[config.mk]
export PLATFORM = sky130hd
export DESIGN_NAME = sw_start_reg
export DESIGN_NICKNAME = d
export VERILOG_FILES = /design/src/rtl/sw_start_pkg.sv /design/src/rtl/sw_start_ctl.sv /design/src/rtl/sw_start_dp.sv /design/src/rtl/sw_start_reg.sv
export SDC_FILE = /design/constraint.sdc
export NUM_CORES = 1
export LEC_CHECK = 0
export ABC_AREA = 0
export BUFFER_PORTS_ARGS = -buffer_cell sky130_fd_sc_hd__buf_2
export CAP_MARGIN = 20
export CORE_UTILIZATION = 40
export DETAILED_ROUTE_END_ITERATION = 10
export GPL_TIMING_DRIVEN = 0
export PLACE_DENSITY_LB_ADDON = 0.12
export SKIP_LAST_GASP = 1
export SLEW_MARGIN = 0
export SYNTH_ARGS = -nofsm -noshare
export SYNTH_HDL_FRONTEND = slang
export SYNTH_SLANG_ARGS = --single-unit
[constraint.sdc]
create_clock -name clk -period 1.02 [get_ports clk]
set_input_delay 0 -clock clk [delete_from_list [all_inputs] [get_ports clk]]
set_output_delay 0 -clock clk [all_outputs]
set_load 0.05 [all_outputs]
[src/rtl/sw_start_pkg.sv]
package sw_start_pkg;
  // Strobes from control to datapath, one per register action.
  typedef struct packed {
    logic wipe;     // return to reset value
    logic loadVec;  // take vector bits from write data
    logic setEn;    // enable bit to 1
    logic clrEn;    // enable bit to 0
  } ctlStrobes_t;
endpackage

[src/rtl/sw_start_ctl.sv]
module sw_start_ctl
  import sw_start_pkg::*;
(
  input  logic        clk,
  input  logic        rstN,
  input  logic        standby,
  input  logic        sel,
  input  logic        rdEn,
  input  logic        wrEn,
  input  logic        wrEnBit,
  input  logic        enQ,
  input  logic        xferEnd,
  input  logic        countDone,
  input  logic        irqOnEnd,
  input  logic        startAck,
  output ctlStrobes_t strb,
  output logic        busyQ,
  output logic        actReq
);
  logic armedQ;
  logic busRd, busWr;
  logic autoClr, cpuClr;

  assign busRd = sel && rdEn;
  assign busWr = sel && wrEn;

  assign actReq  = enQ && !busyQ;
  assign autoClr = xferEnd && busyQ && !irqOnEnd && !countDone;
  assign cpuClr  = busWr && !wrEnBit && armedQ && !busyQ;

  always_comb begin
    strb         = '0;
    strb.wipe    = standby;
    strb.loadVec = busWr;
    strb.setEn   = busWr && wrEnBit;
    strb.clrEn   = !strb.setEn && (cpuClr || autoClr);
  end

  always_ff @(posedge clk or negedge rstN) begin
    if (!rstN) begin
      armedQ <= 1'b0;
      busyQ  <= 1'b0;
    end else if (standby) begin
      armedQ <= 1'b0;
      busyQ  <= 1'b0;
    end else begin
      if (busWr)
        armedQ <= 1'b0;
      else if (busRd && enQ)
        armedQ <= 1'b1;

      if (xferEnd && busyQ)
        busyQ <= 1'b0;
      else if (actReq && startAck)
        busyQ <= 1'b1;
    end
  end
endmodule

[src/rtl/sw_start_dp.sv]
module sw_start_dp
  import sw_start_pkg::*;
#(
  parameter int          VEC_W    = 7,
  parameter int          ADDR_W   = 16,
  parameter logic [15:0] VEC_BASE = 16'h0400,
  parameter int          VEC_SHL  = 1,
  localparam int         REG_W    = VEC_W + 1
) (
  input  logic              clk,
  input  logic              rstN,
  input  ctlStrobes_t       strb,
  input  logic              rdSel,
  input  logic [REG_W-1:0]  wrData,
  output logic [REG_W-1:0]  rdData,
  output logic              enQ,
  output logic [VEC_W-1:0]  vecQ,
  output logic [ADDR_W-1:0] vecAddr
);
  always_ff @(posedge clk or negedge rstN) begin
    if (!rstN) begin
      enQ  <= 1'b0;
      vecQ <= '0;
    end else if (strb.wipe) begin
      enQ  <= 1'b0;
      vecQ <= '0;
    end else begin
      if (strb.loadVec) vecQ <= wrData[VEC_W-1:0];
      if (strb.setEn)      enQ <= 1'b1;
      else if (strb.clrEn) enQ <= 1'b0;
    end
  end

  assign rdData  = rdSel ? {enQ, vecQ} : '0;
  assign vecAddr = ADDR_W'(VEC_BASE) + (ADDR_W'(vecQ) << VEC_SHL);
endmodule

[src/rtl/sw_start_reg.sv]
module sw_start_reg
  import sw_start_pkg::*;
#(
  parameter int  VEC_W  = 7,
  parameter int  ADDR_W = 16,
  localparam int REG_W  = VEC_W + 1
) (
  input  logic              clk,
  input  logic              rstN,
  input  logic              standby,
  input  logic              sel,
  input  logic              rdEn,
  input  logic              wrEn,
  input  logic [REG_W-1:0]  wrData,
  output logic [REG_W-1:0]  rdData,
  input  logic              xferEnd,
  input  logic              countDone,
  input  logic              irqOnEnd,
  input  logic              startAck,
  output logic              actReq,
  output logic [ADDR_W-1:0] vecAddr
);
  ctlStrobes_t      strb;
  logic             enQ;
  logic             busyQ;
  logic [VEC_W-1:0] vecQ;

  sw_start_ctl u_ctl (
    .clk(clk), .rstN(rstN), .standby(standby),
    .sel(sel), .rdEn(rdEn), .wrEn(wrEn), .wrEnBit(wrData[REG_W-1]),
    .enQ(enQ), .xferEnd(xferEnd), .countDone(countDone),
    .irqOnEnd(irqOnEnd), .startAck(startAck),
    .strb(strb), .busyQ(busyQ), .actReq(actReq)
  );

  sw_start_dp #(.VEC_W(VEC_W), .ADDR_W(ADDR_W)) u_dp (
    .clk(clk), .rstN(rstN), .strb(strb), .rdSel(sel && rdEn),
    .wrData(wrData), .rdData(rdData), .enQ(enQ), .vecQ(vecQ),
    .vecAddr(vecAddr)
  );
endmodule

==> After elaboration in Yosys (flattened, before gate mapping) <==
Index checks and enable logic that the tools add are counted.
{ "op_classes": {"mux": 12, "reduce_logical": 23, "n_addsub": 1} }
{ "ops": {"columns": ["cell", "count"], "rows": [
  ["2-to-1 mux 7 bit", 2],
  ["logical AND 1 bit", 13],
  ["adder 11 x 8 -> 12 bit, first input constant", 1],
  ["2-to-1 mux 1 bit", 9],
  ["nonzero test 3 bit", 3],
  ["2-to-1 mux 8 bit", 1],
  ["zero test 1 bit", 5],
  ["nonzero test 2 bit", 1],
  ["logical OR 1 bit", 1]
]} }
{ "totals": {"output_inout_bits": 25, "regBits": 10, "elab_cells": 40} }

==> Longest topological paths before layout <==
Gate-level depths: netlist (run 1).
{ "logic_depth": {"depth_word": 9, "mapped_depth": 4, "mapped_depth_nobuf": 2} }

==> Cells and area by module <==
A second synthesis (run 1) with hierarchy kept.
{ "hier_totals": {"cells_unflattened": 69, "area_unflattened_um2": 659.4} }
{ "modules_own_cells": {"columns": ["mod", "instances", "seq_area_each_um2", "area_each_um2", "cells_per_inst"], "rows": [
  ["sw_start_dp", 1, 200.2, 505.5, 53],
  ["sw_start_ctl", 1, 50.0, 147.6, 15],
  ["sw_start_reg", 1, 0.0, 6.3, 1]
]} }

==> Worst setup path before layout (run 1) <==
No wires, ideal clock.
{ "synth_timing": {"kind": "register to output", "from": "reg u_dp.vecQ[0]", "to": "out rdData[0]", "path_stages_with_launch": 2, "arrival_time_ns": 1.152, "path_slack_ns": -0.132, "cell_sequence": "dfrtp_1 -> and3_1"} }
{ "synth_between": {"elab_chain_len": 1} }
{ "synth_lines": {"columns": ["element", "line_no", "source"], "rows": [
  ["start: declaration", "sw_start_dp.sv:17", "output logic [VEC_W-1:0] vecQ,"],
  ["start signal: assignment", "sw_start_dp.sv:28", "if (strb.loadVec) vecQ <= wrData[VEC_W-1:0];"],
  ["2-to-1 mux 8 bit", "sw_start_dp.sv:34", "assign rdData = rdSel ? {enQ, vecQ} : '0;"],
  ["end: declaration", "sw_start_reg.sv:15", "output logic [REG_W-1:0] rdData,"]
]} }
No other way between the ends.

==> Worst setup path after layout (run 1) <==
{ "layout_timing": {"from": "reg u_dp.enQ", "to": "out rdData[7]"} }
{ "layout_between": {"elab_chain_len": 1} }
{ "layout_lines": {"columns": ["element", "line_no", "source"], "rows": [
  ["start: declaration", "sw_start_dp.sv:16", "output logic enQ,"],
  ["start signal: assignment", "sw_start_dp.sv:22", "enQ <= 1'b0;"],
  ["start signal: assignment", "sw_start_dp.sv:25", "enQ <= 1'b0;"],
  ["start signal: assignment", "sw_start_dp.sv:29", "if (strb.setEn) enQ <= 1'b1;"],
  ["2-to-1 mux 8 bit", "sw_start_dp.sv:34", null]
]} }
No other way between the ends.

==> impl_metrics.ini, run 1 <==
[routing]
drtIter0Drc = 16
wl_per_cell_um = 13.01
drcViolationCount = 0
vias_per_cell = 4.986
num_vias = 688
ant_nets = 0
wirelength_um = 1796
first_pass_iters = 4

[finish]
multiInputGateArea_um2 = 346.6
n_antenna_cell = 0
fillers = 114
ff_latch_area_um2 = 259.0
layout.nets = 141
syn2layout_area_growth_pct = 77.17
fin_area_um2 = 1126
fin_cells = 138
layout-drive-gt1-share_pct = 60.66

[logic_synthesis]
ys_warn_count = 0
syn-cell-area_um2 = 635.6
ys_top_cells_by_area = dfrtp_1 39%, buf_4 12%, a21bo_2 9.4%
synth.avg_cell_area_um2 = 9.630
syn_inst = 66
ys_seq_area_share_pct = 39.37
ys_ff_latch = 10
synth_top_cell_by_area = dfrtp_1
netlist.area_leader.share_pct = 39.37
yosysUniqueCellTypes = 20

[timing]
setup_tns_ns = -0.03391
max_freq_mhz = 948.9
hold_violations = 0
slew_violations = 0
setup_slack_ns = -0.03391
fin_crit_sh_pct = 103.3
setup-violations-final = 1
grt_setup_unrepaired = true
post-route-min-period_ns = 1.054
clock_skew_ns = 0.008115

[hold_path]
min_path_type = in2reg
hold_depth = 3

[clocking]
cts_tree = yes
cts_buffer_depth = 2
clk_pin_slew_worst_paths_ns = 0.06
clkSinkCount = 10
clk_latency_ns = 0.28
root_buffer = clkbuf_4
cts_buffers = 3
htree_num_levels = 1

[placed_design]
gp_congestion = 0.7055
dp_hpwl_um = 1046
pre_cts_slack_ns = 0.03123
place_area_um2 = 863.3
place_inst = 121
portBuffers = 32

[global_route]
grt_pass1_vias = 678
grt_start_max_net_pins = 11
grt_overflow_total = 0
grt_pass1_wl_um = 2980
antenna_found_initial = 0
grt_use_total_pct = 22.67

[worst_setup_path]
crit_fanout = 3
critPathMaxStageDelay_ns = 0.40
reg2regPathDepth = 2
cp.depth = 2
critPathKind = reg2out
critPathLaunchType = flip-flop
required_ns = 1.02
path_cells = and3_2 > buf_6
cp_top_family = flip-flops
crit_arrival_ns = 1.05
cp_slowest_cell = dfrtp_1
timing.critical_path.buf_inv = 1
endpoint_kind = output pin

[die]
start_util_pct = 42.69
design.core.area_um2 = 1489
die_w_um = 41.86
die_y_um = 41.86
die-area_um2 = 1752
row_count = 14
io_pins = 43

[status]
violations = negative setup slack
status = finished with violations

[pwr]
static-leakage-power_nw = 0.5608
ir_drop_uv = 662.1
pwr_density_cell_nw_per_um2 = 981.5
power.total_mw = 1.105

[run]
drv_cap = 0
==> final timing paths <==
kind	from	slack [ns]	endpoint
min in group asynchronous	rstN	0.11	u_ctl.busyQ
setup / recovery	u_dp.enQ	-0.03	rdData[7]
max in group asynchronous	rstN	0.69	u_dp.vecQ[6]
hold reg to reg	u_ctl.armedQ	0.50	u_ctl.armedQ
hold / removal	wrData[7]	0.02	u_dp.enQ
setup reg to reg	u_ctl.busyQ	0.01	u_dp.enQ
==> tightest hold or removal path, delay by kind of cell <==
family / cells / cell delay [ns]
AND/OR/NAND/NOR: 1 / 0.11
buffers and inverters: 1 / 0.07
AO/OA/AOI/OAI: 1 / 0.07
==> cell families after synthesis <==
| group | after synthesis | synth area share (%) |
|---|---|---|
| compound gates | 18 | 21.85 |
| buf+inv | 15 | 16.34 |
| flops | 10 | 39.37 |
| other cells | 2 | 1.182 |
| simple gates | 21 | 21.26 |
==> area by class of cell <==
type	count	area share, %
repair buffers	45	32.89
multi-input cells	48	30.78
flip-flops and latches	10	23.00
plain buffers	14	8.889
clock buffers	4	2.333
well taps	16	1.778
inverters	1	0.3333
==> state kept, by name, summed over array words and instances, names as in the netlist <==
register and count:
u_dp.enQ 1, u_ctl.armedQ 1, u_dp.vecQ 7, u_ctl.busyQ 1
==> cell usage in the layout (no fill, tap or decap), drive strengths merged <==
cell          n
a21bo         7
a21oi         9
and3          8
and4b         1
buf          47
clkbuf        5
conb          9
dfrtp        10
dlygate4sd3  11
inv           1
nand2b        1
nand3         7
nand3b        1
nand4b        1
nor2          1
nor4bb        1
o21a          1
o41ai         1
==> through the flow <==
| step | util (%) | hold slack (ns) |
|---|---|---|
| finish | 75.63 | 0.01724 |
| global route | 75.63 | 0.02441 |
| CTS | 72.94 | 0.02910 |
| detailed placement | 57.98 | -0.1257 |
| global placement | 57.98 | -0.1278 |
| floorplan | - | -0.2956 |
==> where the power goes <==
group / internal, mW / total (mW) / switching (mW) / leakage, nW
registers: 0.414 / 0.426 / 0.0111 / 0.126
clock network: 0.152 / 0.299 / 0.147 / 0.0150
logic: 0.147 / 0.381 / 0.233 / 0.420
==> cells in the mapped netlist, drive strengths merged <==
| cell type | instances |
|---|---|
| nand2b | 1 |
| nor4bb | 1 |
| nand4b | 1 |
| nor2 | 1 |
| nand3 | 7 |
| nand3b | 1 |
| o41ai | 1 |
| clkbuf | 1 |
| dfrtp | 10 |
| buf | 13 |
| and4b | 1 |
| a21bo | 7 |
| a21oi | 9 |
| inv | 1 |
| conb | 2 |
| o21a | 1 |
| and3 | 8 |
==> routing by layer <==
layer | vias to the layer above | part of all wire (%) | wire length (µm) | global-route usage (%)
met3 | 3 | 5.6 | 101 | 3.913
met1 | 328 | 40 | 717 | 28.41
met4 | 0 | 1.3 | 24 | 11.61
met2 | 27 | 53 | 953 | 37.19
met5 | - | 0 | 0 | 0
li1 | 330 | - | - | -
==> timing repair <==
action                     CTS  global route
setup endpoints to repair   10            11
buffers inserted             2             0
hold endpoints to repair    19             0
hold buffers                11             0
gates resized for setup     22            12
Note: power is estimated with default switching activity, not from simulation.
==> inputs of run 2 (changes only) <==
--- a/config.mk
+++ b/config.mk
@@ -8,7 +8,8 @@
 export ABC_AREA = 0
 export BUFFER_PORTS_ARGS = -buffer_cell sky130_fd_sc_hd__buf_2
 export CAP_MARGIN = 20
-export CORE_UTILIZATION = 40
+export CORE_UTILIZATION = 42
+export CTS_BUF_LIST = sky130_fd_sc_hd__clkbuf_8
 export DETAILED_ROUTE_END_ITERATION = 10
 export GPL_TIMING_DRIVEN = 0
 export PLACE_DENSITY_LB_ADDON = 0.12
==> impl_metrics.ini, run 2 (synthesis gave the netlist of run 1 again) <==
[worst_setup_path]
required_ns = 1.16
crit_arrival_ns = 1.13
r2r_slack_ns = 0.02
endpoint_kind = flip-flop
critPathKind = reg2reg
critPathLaunchType = flip-flop
crit_fanout = 5

[routing]
wirelength_um = 1612
vias_per_cell = 4.875
wl_per_cell_um = 12.59
drcViolationCount = 0
drtIter0Drc = 5
num_vias = 624
ant_nets = 0
first_pass_iters = 4

[timing]
grt_setup_unrepaired = true
post-route-min-period_ns = 0.9951
max_freq_mhz = 1005
setup-violations-final = 0
setup_tns_ns = 0
setup_slack_ns = 0.02489
fin_crit_sh_pct = 97.56
clock_skew_ns = 0.001246
slew_violations = 0
worst_hold_slack_ns = 0.007447
hold_violations = 0

[pwr]
clkPwrFrac_pct = 39.3
power.switching_uw = 397.3
static-leakage-power_nw = 0.5365
combPwrFrac_pct = 27.1
power.total_mw = 1.272
swShare_pct = 31.24
seqPwrFrac_pct = 33.5
p_int_uw = 874.4
pwr_density_cell_nw_per_um2 = 1239
ir_drop_uv = 976.0

[finish]
final_common_cell = buf_2
fin_cells = 128
postLayoutCoreUtil_pct = 76.00
syn2layout_area_growth_pct = 61.42
largest_register_ff_count = 7
fin_area_um2 = 1026
regMostFlops = u_dp.vecQ
layout-drive-gt1-share_pct = 67.26
layout_common_cells = 25 x buf_2, 15 x buf_4, 9 x a21oi_1, 9 x conb_1
n_antenna_cell = 0
layout.nets = 132

[global_route]
grt_pass1_wl_um = 2256
grt_use_total_pct = 21.18
antenna_found_initial = 0
grt_pass1_vias = 509
grt_start_max_net_pins = 11
grt_overflow_total = 0

[run]
drv_cap = 0

[clocking]
root_buffer = clkbuf_8
cts_tree = yes
cts_buffers = 3
clk_pin_slew_worst_paths_ns = 0.05
cts_buffer_depth = 2
htree_num_levels = 1
clk_latency_ns = 0.24
clkSinkCount = 10

[die]
io_pins = 43
row_count = 13
die_w_um = 40.90
die-area_um2 = 1673
die_y_um = 40.90
start_util_pct = 47.08
design.core.area_um2 = 1350

[placed_design]
place_inst = 120
gp_congestion = 0.7779
dp_hpwl_um = 1084
portBuffers = 32
place_area_um2 = 862.1
pre_cts_slack_ns = 0.03662

[status]
status = complete, no violations

[hold_path]
min_path_type = in2reg
## run 2: worst paths after layout
kind | cells past startpoint | startpoint | to
setup reg to reg | 2 | u_ctl.busyQ | u_dp.enQ
min in group asynchronous | 2 | rstN | u_dp.vecQ[1]
max in group asynchronous | 2 | rstN | u_dp.vecQ[0]
setup / recovery | 2 | u_ctl.busyQ | u_dp.enQ
hold reg to reg | 1 | u_ctl.armedQ | u_ctl.armedQ
hold / removal | 3 | wrData[4] | u_dp.vecQ[4]
## run 2: layout make-up
class	count	area, µm²
multi-input combinational	48	337.8
sequential	10	259.0
timing repair buffer	36	251.5
fill	105	324.1
tap	15	18.77
inverter	1	3.754
clock buffer	4	55.05
buffer	14	100.1
## run 2: timing repair
item / CTS / global route
setup endpoints to repair: 5 / 9
resized for setup: 9 / 17
buffers inserted: 0 / 2
hold buffers: 2 / 0
endpoints found under the hold margin: 11 / 0
## run 2: per-layer routing
layer  GRT usage [%]  share of wire [%]
met1           25.75                 41
met5               0                  0
met3           4.891                6.1
met4           10.83                1.6
met2           34.38                 51
## run 2: power by group through the flow
stage / Combinational [mW] / Clock (mW) / Sequential [mW]
floorplan: 0.197 / 0 / 0.475
global placement: 0.315 / 0 / 0.432
detailed placement: 0.318 / 0 / 0.433
CTS: 0.329 / 0.512 / 0.426
global route: 0.369 / 0.526 / 0.429
finish: 0.345 / 0.500 / 0.426
## run 2: critical path, stage by stage (launching register included)
cell	delay, ns
dfrtp_1	0.41
and4b_4	0.23
o41ai_2	0.26
